==> config.mk <==
export PLATFORM = sky130hd
export DESIGN_NAME = memport_arbiter
export DESIGN_NICKNAME = d
export VERILOG_FILES = /design/src/rtl/memport_arbiter.sv
export SDC_FILE = /design/constraint.sdc
export NUM_CORES = 1
export LEC_CHECK = 0
export ABC_AREA = 1
export CORE_ASPECT_RATIO = 1.5
export CORE_UTILIZATION = 57
export CTS_CLUSTER_DIAMETER = 50
export CTS_CLUSTER_SIZE = 14
export DETAILED_ROUTE_END_ITERATION = 8
export DONT_BUFFER_PORTS = 1
export PLACE_DENSITY = 0.8
export SKIP_LAST_GASP = 1
export SLEW_MARGIN = 20
export SYNTH_ARGS = -nofsm -noshare
export SYNTH_HDL_FRONTEND = slang
export SYNTH_SLANG_ARGS = --single-unit
==> constraint.sdc <==
create_clock -name clk -period 1.31 [get_ports clk]
set_input_delay 0.3275 -clock clk [delete_from_list [all_inputs] [get_ports clk]]
set_output_delay 0.3275 -clock clk [all_outputs]
set_load 0.005 [all_outputs]
==> src/rtl/memport_arbiter.sv <==
module memport_arbiter #(
  parameter int AW = 32,
  parameter int DW = 32
) (
  input  logic          clk,
  input  logic          rst,
  input  logic          fe_req,
  input  logic [AW-1:0] fe_addr,
  output logic          fe_gnt,
  output logic          fe_stall,
  input  logic          dm_req,
  input  logic          dm_we,
  input  logic [AW-1:0] dm_addr,
  input  logic [DW-1:0] dm_wdata,
  output logic          dm_gnt,
  output logic          mem_en,
  output logic          mem_we,
  output logic [AW-1:0] mem_addr,
  output logic [DW-1:0] mem_wdata
);

  logic          pend_q;
  logic [AW-1:0] pend_addr_q;
  logic          fe_want;
  logic [AW-1:0] fe_eff_addr;

  assign fe_want     = fe_req | pend_q;
  assign fe_eff_addr = pend_q ? pend_addr_q : fe_addr;

  assign dm_gnt   = dm_req;
  assign fe_gnt   = fe_want & ~dm_req;
  assign fe_stall = fe_want & dm_req;

  assign mem_en    = dm_gnt | fe_gnt;
  assign mem_we    = dm_gnt & dm_we;
  assign mem_addr  = dm_gnt ? dm_addr : fe_eff_addr;
  assign mem_wdata = dm_gnt ? dm_wdata : '0;

  always_ff @(posedge clk) begin
    if (rst) begin
      pend_q      <= 1'b0;
      pend_addr_q <= '0;
    end else if (fe_stall) begin
      pend_q <= 1'b1;
      if (!pend_q) pend_addr_q <= fe_addr;
    end else if (fe_gnt) begin
      pend_q <= 1'b0;
    end
  end

  p_data_first_r1: assert property (@(posedge clk) disable iff (rst)
    dm_req |-> (dm_gnt && !fe_gnt));

  p_zero_latency_r2: assert property (@(posedge clk) disable iff (rst)
    (fe_req && !dm_req && !fe_stall && !$past(fe_stall)) |-> (fe_gnt && mem_addr == fe_addr));

  p_conflict_port_r3: assert property (@(posedge clk) disable iff (rst)
    (fe_req && dm_req) |-> (mem_addr == dm_addr && !fe_gnt));

  p_stall_denied_r4: assert property (@(posedge clk) disable iff (rst)
    fe_stall |-> (!fe_gnt && dm_gnt));

  p_one_grant_r5: assert property (@(posedge clk) disable iff (rst)
    !(fe_gnt && dm_gnt));

  p_store_owner_r6: assert property (@(posedge clk) disable iff (rst)
    mem_we |-> (dm_gnt && dm_we));

  p_fetch_held_r7: assert property (@(posedge clk) disable iff (rst)
    fe_stall |=> (fe_gnt || fe_stall));

  p_enable_r9: assert property (@(posedge clk) disable iff (rst)
    mem_en |-> (fe_gnt || dm_gnt));

endmodule

==> flow_summary.toml <==
[power_and_ir_drop]
p_clk_frac = 0.347
cellLeakagePower_nw = 1.76
power_switching_mw = 0.816
p_per_area_nw_per_um2 = 966
p_int_mw = 1.98
p_seq_frac = 0.395
switching_share = 0.292
power.total_mw = 2.80
vdd_ir_drop_max_mv = 1.07
combPwrFrac = 0.257

[critical_path]
required_ns = 0.98
r2r-end = "pend_addr_q[6]$_SDFFE_PP0P_"
startpoint_type = "flop"
crit_fanout = 10
cpMaxStageDelayCell = "dfxtp_4"
worstPathArrival_ns = 1.22
critPathCaptureType = "primary output"
crit_top_cell = "nand2_1"
path_cells = "inv_8 > clkbuf_16 > o21ai_4 > nand2_1 > nand2_1"
rr_worst_depth = 7
critPathMaxStageDelay_ns = 0.38
worstReg2RegStart = "pend_q$_SDFFE_PP0P_"
critPathKind = "reg -> out"
ff2ff_setup_slack_ns = -0.03

[synth]
synth_cells = 463
yosysUniqueCellTypes = 15
synth_top_family_by_area = "simple AND/OR/NAND/NOR gates"
syn_nets = 564
syn_area_um2 = 2390
synth-adder-area-share = 0
yosys_warnings = 0
seq_area_frac_synth = 0.277
synthXorXnorAreaFrac = 0
avgSynthCellArea_um2 = 5.15
ys_ff_latch = 33
synth_compound_area_frac = 0.0739
synth-simple-area-share = 0.467
synthMuxAreaShare = 0

[die]
die_y_um = 81.2
io_pins = 170
die_x_um = 54.8
core.rowCount = 28
start_util = 0.597
die-area_um2 = 4450
core_area_um2 = 3990

[timing]
tightest_slew_ns = 0.279
slew_viol_final = 0
grt_setup_unrepaired = "true"
fmax_mhz = 645
finalWorstSetupSlack_ns = -0.242
post-route-period-util = 1.18
fin_skew_ns = 0.00489
whs_ns = 0.111
setup_violations = 45
fin_crit_ns = 1.55
slew_headroom = 0.814
finalHoldViolCount = 0

[global_route]
antenna_found_initial = 0
grt.overflow.total = 0
grt_max_degree = 78
grt_pass1_vias = 1988
grt_pass1_wl_um = 8240
grt_usage = 0.252

[drt]
wl_um = 6130
vias = 2553
wl_per_cell_um = 12.1
drt_pass1_iterations = 5
vias_per_cell = 5.04
ant_nets = 0
drc_errors = 0
drt_iter0_drc = 79

[cells_and_area]
stdcell_area_um2 = 2900
nets = 562
fill_cells = 363
area_growth_pct = 21.3
antenna_cells = 0
drive_gt1_frac = 0.136

[worst_hold_path]
hold_class = "in -> reg"
min_to = "pend_q$_SDFFE_PP0P_"
hold_path_depth = 1
hold_path.startpoint = "rst"

[clock_tree]
cts_tree = "yes"
cts_buffer_depth = 2
path_clk_slew_ns = 0.06
clock_sinks = 33
cts_hold_buf = 0
h-tree-depth = 2
cts_buffers = 5
clock_latency_ns = 0.27
cts_root_buf = "clkbuf_8"

[placement]
place_hpwl_um = 3610
placedInstanceArea_um2 = 2410
gp_congestion = 0.776
post-place-ws_ns = -0.0229
port_buffers = 0

[run_status]
run_status = "finished with violations"
violations = "negative setup slack"

[flow_run]
cap_violations = 0
[synth_stat cells (all sizes together)]
cell type,number,area (µm²)
nand2,226,848
inv,76,285
nor2,68,265
dfxtp,33,661
o21ai,33,176
buf,23,135
clkbuf,4,15.0
[power groups by stage]
stage / Combinational (mW) / Clock [mW] / Sequential (mW)
floorplan: 0.490 / 0 / 1.12
global route: 0.829 / 1.03 / 1.11
CTS: 0.628 / 0.988 / 1.11
finish: 0.719 / 0.972 / 1.11
detailed placement: 0.552 / 0 / 1.13
global placement: 0.540 / 0 / 1.12
[metal layers]
metal	vias up	global-route usage	wire (µm)
met3	7	0.0562	336
met2	105	0.435	3260
met1	1116	0.282	2470
li1	1325	-	-
met5	-	0	0
met4	0	0.110	69
[area by class of cell]
| class | instances | area, µm² | area share |
|---|---|---|---|
| Sequential cell | 33 | 664 | 0.229 |
| Tap cell | 45 | 56.3 | 0.0194 |
| Inverter | 76 | 293 | 0.101 |
| Multi-Input combinational cell | 329 | 1480 | 0.511 |
| Clock buffer | 7 | 86.3 | 0.0298 |
| Clock inverter | 1 | 30.0 | 0.0104 |
| Timing Repair Buffer | 16 | 287 | 0.0990 |
[worst max-delay path: cells and delay by family (launching register included)]
kind,cells,cell delay [ns]
AO/OA/AOI/OAI,1,0.16
buffers and inverters,2,0.26
flip-flops,1,0.38
AND/OR/NAND/NOR,2,0.14
[worst max path at each step]
stage                        start      endpoint  cells after the start
2_1_floorplan  pend_q$_SDFFE_PP0P_  mem_addr[21]                      6
3_3_place_gp   pend_q$_SDFFE_PP0P_  mem_addr[17]                      5
3_5_place_dp   pend_q$_SDFFE_PP0P_  mem_addr[12]                      5
4_1_cts        pend_q$_SDFFE_PP0P_  mem_addr[10]                      5
5_1_grt        pend_q$_SDFFE_PP0P_   mem_addr[8]                      5
6_report       pend_q$_SDFFE_PP0P_  mem_addr[12]                      5
[cells by family after synthesis]
family	count (synthesis)
compound gates	33
flops	33
simple gates	294
buf+inv	103
[cell usage in the layout, fill, tap and decap left out, types with 2 or more instances in the layout]
master and n:
clkbuf_8 6, buf_16 2, o21ai_4 8, nand2_1 222, buf_12 5, buf_4 4
nor2_2 2, inv_1 74, nor2_1 65, clkbuf_16 3, nor2_4 3, nand2_2 4
o21ai_1 5, o21ai_2 20, dfxtp_1 32
[through the flow]
stage | TNS [ns] | utilization | std cells
5_1_grt | -11.56 | 0.725 | 507
4_1_cts | -6.68 | 0.671 | 503
3_5_place_dp | -0.0882 | 0.603 | 490
3_3_place_gp | 0 | 0.603 | 490
2_1_floorplan | 0 | - | 463
6_report | -7.63 | 0.725 | 507
[state kept, by name (all words and copies together) (netlist names)]
register and count:
pend_addr_q 32, pend_q 1
[what timing repair did]
item | in CTS | in global routing
gates cloned | 4 | 3
endpoints found under the setup margin | 35 | 43
buffers inserted | 1 | 1
resized for setup | 53 | 32
pin swaps | 2 | 1
Note: power is estimated with default switching activity, not from simulation.
